## src/rtl/chan_xlate_pkg.sv

```systemverilog
package chan_xlate_pkg;

   localparam int WAY_W  = 3;
   localparam int DV_W   = 4;
   localparam int GRAN_W = 2;

   typedef enum logic [2:0] {
      XF_OK        = 3'd0,
      XF_NO_RULE   = 3'd1,
      XF_THREE_WAY = 3'd2,
      XF_BAD_INDEX = 3'd3,
      XF_BAD_CHAN  = 3'd4,
      XF_UNDERFLOW = 3'd5
   } xlate_fail_e;

   typedef enum logic [2:0] {
      ST_IDLE,
      ST_MATCH,
      ST_IDX,
      ST_MOD,
      ST_SOCK,
      ST_CHAN
   } xlate_state_e;

   // granularity code to retained low-bit count
   function automatic logic [4:0] gran_shift(input logic [GRAN_W-1:0] code,
                                             input logic cl_shift);
      case (code)
         2'd0:    gran_shift = cl_shift ? 5'd7 : 5'd6;
         2'd1:    gran_shift = 5'd8;
         2'd2:    gran_shift = 5'd12;
         default: gran_shift = 5'd30;
      endcase
   endfunction

endpackage

```

## src/rtl/chan_xlate_match.sv

```systemverilog
module chan_xlate_match #(
   parameter int ADDR_W  = 46,
   parameter int N_RULES = 4,
   parameter int RI_W    = 2
) (
   input  logic [ADDR_W-1:0]         addr,
   input  logic [N_RULES-1:0]        valid,
   input  logic [N_RULES*ADDR_W-1:0] base_flat,
   input  logic [N_RULES*ADDR_W-1:0] limit_flat,
   output logic                      hit,
   output logic [RI_W-1:0]           idx
);

   logic [N_RULES-1:0] hit_v;

   for (genvar r = 0; r < N_RULES; r++) begin : g_win
      logic [ADDR_W-1:0] lo, hi;
      assign lo       = base_flat[r*ADDR_W +: ADDR_W];
      assign hi       = limit_flat[r*ADDR_W +: ADDR_W];
      assign hit_v[r] = valid[r] && (addr >= lo) && (addr < hi);
   end

   // lowest index wins
   always_comb begin
      hit = |hit_v;
      idx = '0;
      for (int r = N_RULES - 1; r >= 0; r--) begin
         if (hit_v[r]) idx = RI_W'(r);
      end
   end

endmodule

```

## src/rtl/chan_xlate_fold.sv

```systemverilog
module chan_xlate_fold #(
   parameter int ADDR_W = 46,
   parameter int LO_BIT = 12,
   parameter int HI_BIT = 28
) (
   input  logic [ADDR_W-1:0] addr,
   output logic [1:0]        fold
);

   localparam int N_FLD = (HI_BIT - LO_BIT) / 2;

   if (HI_BIT > ADDR_W || N_FLD < 1) begin : g_bad_range
      $error("chan_xlate_fold: field range does not fit the address");
   end

   logic [1:0] fld [N_FLD];

   for (genvar i = 0; i < N_FLD; i++) begin : g_fld
      assign fld[i] = addr[LO_BIT + 2*i +: 2];
   end

   always_comb begin
      fold = 2'b00;
      for (int i = 0; i < N_FLD; i++) fold = fold ^ fld[i];
   end

endmodule

```

## src/rtl/chan_xlate_div.sv

```systemverilog
module chan_xlate_div #(
   parameter int DW   = 46,
   parameter int VW   = 4
) (
   input  logic          clk,
   input  logic          rst_n,
   input  logic          start,
   input  logic [DW-1:0] dividend,
   input  logic [VW-1:0] divisor,
   output logic          done,
   output logic [DW-1:0] quot,
   output logic [VW-1:0] rem
);

   localparam int CW = $clog2(DW + 1);

   logic [DW-1:0] q_r;
   logic [VW-1:0] r_r;
   logic [VW-1:0] dvs_r;
   logic [CW-1:0] cnt;
   logic          busy;

   logic [VW:0]   trial;
   logic          ge;
   logic [VW-1:0] r_nxt;

   always_comb begin
      trial = {r_r, q_r[DW-1]};
      ge    = trial >= {1'b0, dvs_r};
      r_nxt = ge ? VW'(trial - {1'b0, dvs_r}) : trial[VW-1:0];
   end

   always_ff @(posedge clk) begin
      if (!rst_n) begin
         q_r   <= '0;
         r_r   <= '0;
         dvs_r <= '0;
         cnt   <= '0;
         busy  <= 1'b0;
         done  <= 1'b0;
      end else if (start) begin
         q_r   <= dividend;
         r_r   <= '0;
         dvs_r <= divisor;
         cnt   <= CW'(DW);
         busy  <= 1'b1;
         done  <= 1'b0;
      end else if (busy) begin
         q_r <= {q_r[DW-2:0], ge};
         r_r <= r_nxt;
         cnt <= cnt - CW'(1);
         if (cnt == CW'(1)) begin
            busy <= 1'b0;
            done <= 1'b1;
         end else begin
            done <= 1'b0;
         end
      end else begin
         done <= 1'b0;
      end
   end

   assign quot = q_r;
   assign rem  = r_r;

endmodule

```

## src/rtl/chan_xlate.sv

```systemverilog
module chan_xlate
   import chan_xlate_pkg::*;
#(
   parameter int ADDR_W  = 46,
   parameter int N_RULES = 4,
   parameter int N_TGT   = 8,
   parameter int CH_W    = 3,
   localparam int TC_W   = $clog2(N_TGT + 1)
) (
   input  logic                            clk,
   input  logic                            rst_n,
   input  logic                            in_valid,
   output logic                            in_ready,
   input  logic [ADDR_W-1:0]               in_addr,
   input  logic                            cfg_chan_shift,
   input  logic                            cfg_hash,
   input  logic [CH_W:0]                   cfg_nchan,
   input  logic [N_RULES-1:0]              rule_valid,
   input  logic [N_RULES*ADDR_W-1:0]       rule_base,
   input  logic [N_RULES*ADDR_W-1:0]       rule_limit,
   input  logic [N_RULES*ADDR_W-1:0]       rule_offset,
   input  logic [N_RULES*WAY_W-1:0]        rule_sock_way,
   input  logic [N_RULES*WAY_W-1:0]        rule_chan_way,
   input  logic [N_RULES*GRAN_W-1:0]       rule_sock_gran,
   input  logic [N_RULES*GRAN_W-1:0]       rule_chan_gran,
   input  logic [N_RULES*TC_W-1:0]         rule_ntgt,
   input  logic [N_RULES*N_TGT*CH_W-1:0]   rule_tgt,
   output logic                            out_done,
   output logic [2:0]                      out_fail,
   output logic [CH_W-1:0]                 out_chan,
   output logic [ADDR_W-1:0]               out_addr
);

   localparam int RI_W = (N_RULES > 1) ? $clog2(N_RULES) : 1;

   if (ADDR_W < 34) begin : g_bad_addr
      $error("chan_xlate: ADDR_W must cover the 1 GB granularity and hash bits");
   end
   if (N_RULES < 1) begin : g_bad_rules
      $error("chan_xlate: N_RULES must be at least 1");
   end
   if (N_TGT < 1 || N_TGT > 8) begin : g_bad_tgt
      $error("chan_xlate: N_TGT must be 1 to 8");
   end
   if (CH_W < 1) begin : g_bad_ch
      $error("chan_xlate: CH_W must be at least 1");
   end

   // unpacked rule fields
   logic [ADDR_W-1:0] off_a  [N_RULES];
   logic [WAY_W-1:0]  sw_a   [N_RULES];
   logic [WAY_W-1:0]  cw_a   [N_RULES];
   logic [GRAN_W-1:0] sg_a   [N_RULES];
   logic [GRAN_W-1:0] cg_a   [N_RULES];
   logic [TC_W-1:0]   nt_a   [N_RULES];
   logic [CH_W-1:0]   tg_a   [N_RULES][N_TGT];

   for (genvar r = 0; r < N_RULES; r++) begin : g_rule
      assign off_a[r] = rule_offset[r*ADDR_W +: ADDR_W];
      assign sw_a[r]  = rule_sock_way[r*WAY_W +: WAY_W];
      assign cw_a[r]  = rule_chan_way[r*WAY_W +: WAY_W];
      assign sg_a[r]  = rule_sock_gran[r*GRAN_W +: GRAN_W];
      assign cg_a[r]  = rule_chan_gran[r*GRAN_W +: GRAN_W];
      assign nt_a[r]  = rule_ntgt[r*TC_W +: TC_W];
      for (genvar t = 0; t < N_TGT; t++) begin : g_tgt
         assign tg_a[r][t] = rule_tgt[(r*N_TGT + t)*CH_W +: CH_W];
      end
   end

   xlate_state_e      state;
   logic [ADDR_W-1:0] pa_q;
   logic [RI_W-1:0]   rsel_q;
   logic [CH_W-1:0]   chan_hold;
   logic              done_q;
   logic [2:0]        fail_q;
   logic [CH_W-1:0]   chan_q;
   logic [ADDR_W-1:0] addr_q;

   logic              m_hit;
   logic [RI_W-1:0]   m_idx;
   logic [1:0]        fold;

   chan_xlate_match #(
      .ADDR_W (ADDR_W),
      .N_RULES(N_RULES),
      .RI_W   (RI_W)
   ) i_match (
      .addr      (pa_q),
      .valid     (rule_valid),
      .base_flat (rule_base),
      .limit_flat(rule_limit),
      .hit       (m_hit),
      .idx       (m_idx)
   );

   chan_xlate_fold #(
      .ADDR_W(ADDR_W),
      .LO_BIT(12),
      .HI_BIT(28)
   ) i_fold (
      .addr(pa_q),
      .fold(fold)
   );

   logic              div_start;
   logic [ADDR_W-1:0] div_dvd;
   logic [DV_W-1:0]   div_dvs;
   logic              div_done;
   logic [ADDR_W-1:0] div_quot;
   logic [DV_W-1:0]   div_rem;

   chan_xlate_div #(
      .DW(ADDR_W),
      .VW(DV_W)
   ) i_div (
      .clk     (clk),
      .rst_n   (rst_n),
      .start   (div_start),
      .dividend(div_dvd),
      .divisor (div_dvs),
      .done    (div_done),
      .quot    (div_quot),
      .rem     (div_rem)
   );

   // datapath around the shared divider
   logic [RI_W-1:0]   sel;
   logic [4:0]        ss, sc;
   logic [ADDR_W-1:0] smask, cmask;
   logic [DV_W-1:0]   sway, cway;
   logic              three;
   logic [ADDR_W-1:0] idx_base, hashed, diff, t_sock, t_chan;
   logic [CH_W-1:0]   pick;
   logic              tidx_ok, chan_ok, under;

   always_comb begin
      sel      = (state == ST_MATCH) ? m_idx : rsel_q;
      ss       = gran_shift(sg_a[sel], cfg_chan_shift);
      sc       = gran_shift(cg_a[sel], cfg_chan_shift);
      smask    = (ADDR_W'(1) << ss) - ADDR_W'(1);
      cmask    = (ADDR_W'(1) << sc) - ADDR_W'(1);
      sway     = DV_W'(sw_a[sel]) + DV_W'(1);
      cway     = DV_W'(cw_a[sel]) + DV_W'(1);
      three    = (cw_a[sel] == WAY_W'(2));
      idx_base = (pa_q >> 6) >> cfg_chan_shift;
      hashed   = div_quot ^ (cfg_hash ? ADDR_W'(fold) : '0);
      diff     = pa_q - off_a[sel];
      t_sock   = (div_quot << ss) | (pa_q & smask);
      t_chan   = (div_quot << sc) | (pa_q & cmask);
      under    = off_a[sel] > pa_q;
      tidx_ok  = (int'(div_rem) < int'(nt_a[sel])) && (int'(div_rem) < N_TGT);
      pick     = '0;
      for (int t = 0; t < N_TGT; t++) begin
         if (int'(div_rem) == t) pick = tg_a[sel][t];
      end
      chan_ok  = ({1'b0, pick} < cfg_nchan);
   end

   always_comb begin
      div_start = 1'b0;
      div_dvd   = '0;
      div_dvs   = sway;
      case (state)
         ST_MATCH: begin
            if (m_hit && !three) begin
               div_start = 1'b1;
               div_dvd   = idx_base;
            end
         end
         ST_IDX: begin
            if (div_done) begin
               div_start = 1'b1;
               div_dvd   = hashed;
               div_dvs   = cway;
            end
         end
         ST_MOD: begin
            if (div_done && tidx_ok && chan_ok && !under) begin
               div_start = 1'b1;
               div_dvd   = diff >> ss;
            end
         end
         ST_SOCK: begin
            if (div_done) begin
               div_start = 1'b1;
               div_dvd   = t_sock >> sc;
               div_dvs   = cway;
            end
         end
         default: ;
      endcase
   end

   always_ff @(posedge clk) begin
      if (!rst_n) begin
         state     <= ST_IDLE;
         pa_q      <= '0;
         rsel_q    <= '0;
         chan_hold <= '0;
         done_q    <= 1'b0;
         fail_q    <= XF_OK;
         chan_q    <= '0;
         addr_q    <= '0;
      end else begin
         done_q <= 1'b0;
         case (state)
            ST_IDLE: begin
               if (in_valid) begin
                  pa_q  <= in_addr;
                  state <= ST_MATCH;
               end
            end
            ST_MATCH: begin
               rsel_q <= m_idx;
               if (!m_hit || three) begin
                  fail_q <= !m_hit ? XF_NO_RULE : XF_THREE_WAY;
                  chan_q <= '0;
                  addr_q <= '0;
                  done_q <= 1'b1;
                  state  <= ST_IDLE;
               end else begin
                  state <= ST_IDX;
               end
            end
            ST_IDX: begin
               if (div_done) state <= ST_MOD;
            end
            ST_MOD: begin
               if (div_done) begin
                  if (!tidx_ok || !chan_ok || under) begin
                     fail_q <= !tidx_ok ? XF_BAD_INDEX :
                               !chan_ok ? XF_BAD_CHAN  : XF_UNDERFLOW;
                     chan_q <= '0;
                     addr_q <= '0;
                     done_q <= 1'b1;
                     state  <= ST_IDLE;
                  end else begin
                     chan_hold <= pick;
                     state     <= ST_SOCK;
                  end
               end
            end
            ST_SOCK: begin
               if (div_done) state <= ST_CHAN;
            end
            ST_CHAN: begin
               if (div_done) begin
                  fail_q <= XF_OK;
                  chan_q <= chan_hold;
                  addr_q <= t_chan;
                  done_q <= 1'b1;
                  state  <= ST_IDLE;
               end
            end
            default: state <= ST_IDLE;
         endcase
      end
   end

   assign in_ready = (state == ST_IDLE);
   assign out_done = done_q;
   assign out_fail = fail_q;
   assign out_chan = chan_q;
   assign out_addr = addr_q;

endmodule

```

## config.mk

```make
export PLATFORM = sky130hd
export DESIGN_NAME = chan_xlate
export DESIGN_NICKNAME = d
export VERILOG_FILES = /design/src/rtl/chan_xlate_pkg.sv /design/src/rtl/chan_xlate_match.sv /design/src/rtl/chan_xlate_fold.sv /design/src/rtl/chan_xlate_div.sv /design/src/rtl/chan_xlate.sv
export SDC_FILE = /design/constraint.sdc
export NUM_CORES = 2
export LEC_CHECK = 0
export BUFFER_PORTS_ARGS = -buffer_cell sky130_fd_sc_hd__buf_4
export CAP_MARGIN = 20
export CORE_AREA = 2 2 322 324
export CTS_CLUSTER_DIAMETER = 80
export DETAILED_ROUTE_END_ITERATION = 6
export DIE_AREA = 0 0 324 326
export PLACE_DENSITY = 0.58
export SETUP_SLACK_MARGIN = 0.5
export SLEW_MARGIN = 20
export SYNTH_ARGS = -nofsm -noshare
export SYNTH_HDL_FRONTEND = slang
export SYNTH_SLANG_ARGS = --single-unit
```

## constraint.sdc

```tcl
create_clock -name clk -period 26.1 [get_ports clk]
set_input_delay 5.22 -clock clk [delete_from_list [all_inputs] [get_ports clk]]
set_output_delay 5.22 -clock clk [all_outputs]
set_load 0.05 [all_outputs]
```

# After elaboration in Yosys (flattened, before gate mapping)
# Index checks and enable logic that the tools add are counted.
[totals]
reg_bits = 169
input_bits = 763
out_inout_bits = 54
elab_cells = 206
[op_classes]
addsub = 7
magnitude_cmp = 14
n_eq_ne = 25
n_shift = 7
muxes = 87
bitwise_logic = 16
n_reduce_logical = 35
[ops]
columns = ["cell", "count"]
rows = [
  ["2-to-1 mux 46 bit", 12],
  [">= comparator 46 bit", 4],
  ["< comparator 46 bit", 4],
  ["one-hot mux 46 bit (4 select lines)", 1],
  ["one-hot mux 46 bit (3 select lines)", 1],
  ["AND 46 bit", 2],
  ["binary-select mux 46 bit (select 2 bit)", 1],
  ["bitwise OR 46 bit", 2],
  ["<< shifter 1 x 5 -> 46 bit (first input constant)", 2],
  ["<< shifter 46 x 5 -> 46 bit", 2],
  ["right shift 46 x 5 -> 46 bit", 2],
  ["subtractor 46 x 2 -> 46 bit (second input constant)", 2],
  ["2-to-1 mux 3 bit", 26],
  ["binary-select mux 24 bit (select 2 bit)", 1],
  ["2-to-1 mux 24 bit", 2],
  ["greater-than comparator 46 bit", 1],
  ["right shift 40 x 1 -> 46 bit", 1],
  ["subtractor 46 bit", 1],
  ["bitwise XOR 46 x 2 -> 46 bit", 1],
  ["one-hot mux 5 bit (3 select lines)", 2],
  ["2-to-1 mux 2 bit", 12],
  ["2-to-1 mux 4 bit", 5],
  ["one-hot mux 3 bit (3 select lines)", 2],
  ["one-hot mux 3 bit (6 select lines)", 1],
  ["other kinds (42)", 101],
]

# Depth between registers and ports, before layout
[depth]
word_depth = 27
ltp_mapped = 44
depth_no_buf = 35

# Cells and area by module
# From an unflattened synthesis, not the netlist that was laid out.
[unflattened]
cells_unflattened = 5105
area_unflattened_um2 = 36371.1
[modules_own_cells]
columns = ["mod", "n_inst", "cells_per_inst", "area_each_um2", "seq_area_each_um2"]
rows = [
  ["chan_xlate", 1, 3458, 23989.3, 2142.1],
  ["chan_xlate_match", 1, 1284, 9210.1, 0.0],
  ["chan_xlate_div", 1, 349, 3049.2, 1241.2],
  ["chan_xlate_fold", 1, 14, 122.6, 0.0],
]

# Worst setup path before layout
# No wires, ideal clock.
[synth_path]
kind = "input -> register"
from = "in rule_limit[182]"
to = "reg i_div.q_r[29] (netlist: i_div.quot[29])"
setup_time_ns = 0.088
t_arrival_ns = 13.034
required_ns = 26.012
setup_slack_ns = 12.977
path_stages = 43
n_path_buf = 9
path_cell_list = "inv_1 ha_1 a21oi_1 nand2_1 a211o_1 or4_1 a211oi_2 o211ai_1 and2_1 o21ai_2 buf_4 buf_2 clkbuf_1 clkbuf_1 clkbuf_1 nand2_1 nand3_1 and2_1 [7 not listed] nand2_1 ha_1 clkbuf_1 nand2b_1 nand3_1 a32o_1 a311oi_1 a41oi_1 nand2_1 o21ai_0 nor2_1 a211oi_1 o21ba_2 mux2i_1 o22ai_1 a31oi_1 mux2_4 a311oi_2"
[synth_via]
elab_chain_cells = 25
elab_cells_between_ends = 71
cone_classes = "add/sub: 2; order compare: 4; eq/ne: 5; shift: 4; mux: 41; bitwise: 3; reduce/logical: 12"
[synth_lines]
columns = ["item", "line", "text"]
rows = [
  ["from (decl)", "chan_xlate.sv:20", "input logic [N_RULES*ADDR_W-1:0] rule_limit,"],
  ["< comparator 46 bit (*)", "chan_xlate_match.sv:20", "assign hit_v[r] = valid[r] && (addr >= lo) && (addr < hi);"],
  ["logical AND 1 bit (*)", "chan_xlate_match.sv:20", ""],
  ["parallel branches: the longest is 23 deep, another holds << shifter 1 x 5 -> 46 bit", "--", ""],
  ["to (signal assigned)", "chan_xlate_div.sv:42", "q_r <= dividend;"],
  ["to (signal assigned)", "chan_xlate_div.sv:49", "q_r <= {q_r[DW-2:0], ge};"],
  ["to (decl)", "chan_xlate_div.sv:17", "logic [DW-1:0] q_r;"],
]
# Every way passes the cells marked *. The select of a mux whose other input is x is not followed.
# A chain may end at the register's enable or synchronous reset.

# Worst setup path in the final report
[layout_path]
from = "in rule_limit[120]"
to = "reg i_div.q_r[15] (netlist: i_div.quot[15])"
[layout_via]
elab_chain_cells = 24
elab_cells_between_ends = 70
cone_classes = "add/sub: 2; order compare: 4; eq/ne: 5; shift: 4; mux: 40; bitwise: 3; reduce/logical: 12"
[layout_lines]
columns = ["item", "line"]
rows = [
  ["< comparator 46 bit (*)", "chan_xlate_match.sv:20"],
  ["logical AND 1 bit (*)", "chan_xlate_match.sv:20"],
  ["parallel branches: the longest is 22 deep, another holds subtractor 46 x 2 -> 46 bit", "--"],
]
# Marked as above.

==> results.md <==
- Post-route ant nets: 0
- # rows: 118
- Root buffer cell: clkbuf_16
- Hold/Removal Path Class: register to register
- First-pass GRT wire length: 270000 µm
- Slew @ Worst Pin: 1.16 ns
- Fillers: between 10000 and 15000
- Setup violations, final: 0
- Max rail drop VDD: 35.3 µV
- Avg Cell Area, Syn: around 7 µm²
- Final Hold Viols: 0
- Drt initial violations: 5317
- Sequential area share after synthesis: roughly 10%
- Violated checks: design-rule violations
- CP arrival: between 15 and 20 ns
- Routability cong.: around 1.1
- Post-synth EDFFs: 0
- Synth-to-Final Area Change: 24.1%
- Synth cell types: 104
- PortBufs: 816
- CTS max path bufs: 2
- DPL Wire Length: 150000 µm
- Chip width: 324 µm
- Final Cycle Share: 58.5%
- Antenna violations before repair: 23
- Drt first pass iters: 7
- MaxCap Viol Count: 0
- CP max-delay cell: a22oi_2
- Clock Pin Slew Worst Setup and Hold Paths: 0.08 ns
- Crit-path leading delay family: compound AO/OA/AOI/OAI gates
- Resize count post-CTS: 0
- Max H-tree Level: 4
- Worst-case clock skew: roughly 0.017 ns
- Crit path kind: primary input to register
- Die Span Y: ~330 µm
- IO Pins: 817
- Synth top area share: between 15 and 20%
- YS warnings: 0
- Post-CTS Setup Bufs: 0
- Setup crit start kind: primary input
- Via-to-Cell Ratio: about 6
- Setup tns final: 0 ns
- Initial Utilization: 33.1%
- Pin count of the biggest net entering global routing: 89
- Share of layout cells above drive strength 1: 21.1%
- Cells after Synth: about 4800
- RSZ-0062 raised after global routing: false
- Outcome: finished with violations
- Vias in the first global route: around 38000
- TritonCTS buffer count: 17
- CP max FO: 88
- # nets final: between 6000 and 7000
- Main synth FF type: dfxtp_1
- Top post-synthesis cells by area: ha_1, mux2i_1, dfxtp_1
- Pwr dens: 37.5 nW/µm²
- Cell mode on critical path: a21oi_1
- All-Layer GR Usage: 35.1%
- Final Critical Period: 15.26 ns
- Worst skew pair latency: 0.50 ns
- Top achievable clock speed: between 0.06 and 0.07 GHz
- Drt wl/cell: about 28 µm
- Slowest stage delay, CP: about 0.76 ns
- Slew margin rel.: 22.1%
- DIE AREA: roughly 110000 µm²
- Gr ovfl total: 0
- Count leader, synth: nand2_1
- Routed via count: 40900
- Yosys top cell by area: ha_1
- Post-synth top cells: nand2_1, mux2i_1, ha_1
- CP bufs+invs: 4
- WL final: 193000 µm
- Core area: 103000 µm²
- CP Capture Type: register
- WP data required: 26.45 ns
- DRC viols: 2
- Post-synthesis net count: 5982
- Max Slew Vio Count: 0
- Overall Power: 0.00158 W
- CTS tree: yes
- Clock Sinks: between 150 and 200
- Leak Pwr: 21.1 nW
- # hold bufs at CTS: 0
- Yosys reg bits: 169
- Syn Std Cell Area: 34000 µm²
- Ys async rst share: 0%
[cell type report]
| type | instances | area, µm² | area share [%] |
|---|---|---|---|
| Multi-Input combinational cell | 3892 | 27900 | 66.3 |
| Timing Repair Buffer | 915 | 6870 | 16.3 |
| Sequential cell | 169 | 3380 | 8.03 |
| Tap cell | 1380 | 1730 | 4.10 |
| Inverter | 422 | 1580 | 3.76 |
| Clock buffer | 17 | 425 | 1.01 |
| Clock inverter | 15 | 203 | 0.481 |
| Antenna cell | 7 | 17.5 | 0.0416 |
[kinds of logic (layout without fill, tap and decap cells)]
family,Yosys count,after routing,share of synthesized area [%]
AO/OA/AOI/OAI,1182,1182,22.9
XOR/XNOR,67,67,1.73
adder cells (fa/ha/maj),450,450,16.6
buffers and inverters,710,1369,8.14
flip-flops,169,169,9.96
multiplexers,598,598,20.2
other,0,7,0
AND/OR/NAND/NOR,1595,1595,20.5
[layer usage]
layer / share of wire [%] / wire [µm] / GRT usage, % / vias to the layer above
li1: - / - / - / 18500
met5: 0.041 / 80 / 0 / -
met1: 41 / 79200 / 46.8 / 19300
met4: 6.7 / 12900 / 19.5 / 12
met3: 11 / 21100 / 8.75 / 555
met2: 41 / 79900 / 51.3 / 2462
[report_power, final]
group | switching, W | internal (W) | leakage, nW
Clock | 0.000142 | 0.000147 | 0.308
Combinational | 0.000627 | 0.000376 | 19.4
Sequential | 0.0000223 | 0.000266 | 1.37
Total | 0.000791 | 0.000788 | 21.1
[state kept, by name, indices dropped and copies added, names as in the netlist]
signal	cells
i_div.rem	4
out_done	1
i_div.cnt	6
out_addr	46
i_div.quot	46
rsel_q	2
out_fail	3
i_div.busy	1
state	3
i_div.done	1
i_div.dvs_r	4
pa_q	46
chan_hold	3
out_chan	3
[cells in the final DEF (no fill, tap or decap), types with 16 or more instances in the layout]
cell and n:
nand3_1 143, nand4_1 65, o221ai_1 16, nor2_1 308, clkbuf_16 17, a211oi_1 56, a31oi_1 35, o22ai_1 38
a21oi_1 360, and2_1 21, a221o_1 17, o211ai_1 70, a221oi_1 19, mux2_2 64, xor2_1 28, nand2b_1 30
a32o_1 16, nor3_1 48, nor2b_1 26, mux2i_1 471, nand2_1 830, o21ai_0 241, inv_1 413, buf_4 915
xnor2_1 39, dfxtp_1 168, mux4_2 60, and3_1 37, o21a_1 32, a21o_1 56, ha_1 438
[worst register-to-register path, delay by kind of cell (launching register included)]
kind / cells / cell delay [ns]
simple gates: 6 / 1.58
flops: 1 / 1.04
compound gates: 17 / 5.31
mux: 1 / 0.39
fa+ha+maj: 3 / 1.41
buf+inv: 3 / 1.95
[final timing paths]
| path | startpoint | end | slack, ns | depth (start not counted) |
|---|---|---|---|---|
| max | rule_limit[120] | i_div.quot[15] | 10.84 | 32 |
| min | pa_q[26] | pa_q[26] | 0.45 | 2 |
| max reg2reg | pa_q[15] | i_div.quot[15] | 14.24 | 30 |
| min reg2reg | pa_q[26] | pa_q[26] | 0.45 | 2 |
[stage by stage]
stage,hold slack [ns],utilization (%),setup slack (ns),cell area (µm²),instances
after floorplan,0.432,-,12.98,34000,4771
after global placement,0.442,40.4,10.75,41500,6778
after detailed placement,0.448,40.4,10.83,41500,6778
after CTS,0.458,41.1,11.31,42100,6810
after global routing,0.477,41.1,10.14,42100,6814
final,0.454,41.1,10.84,42100,6817
Power figures use the tool's default switching activity.
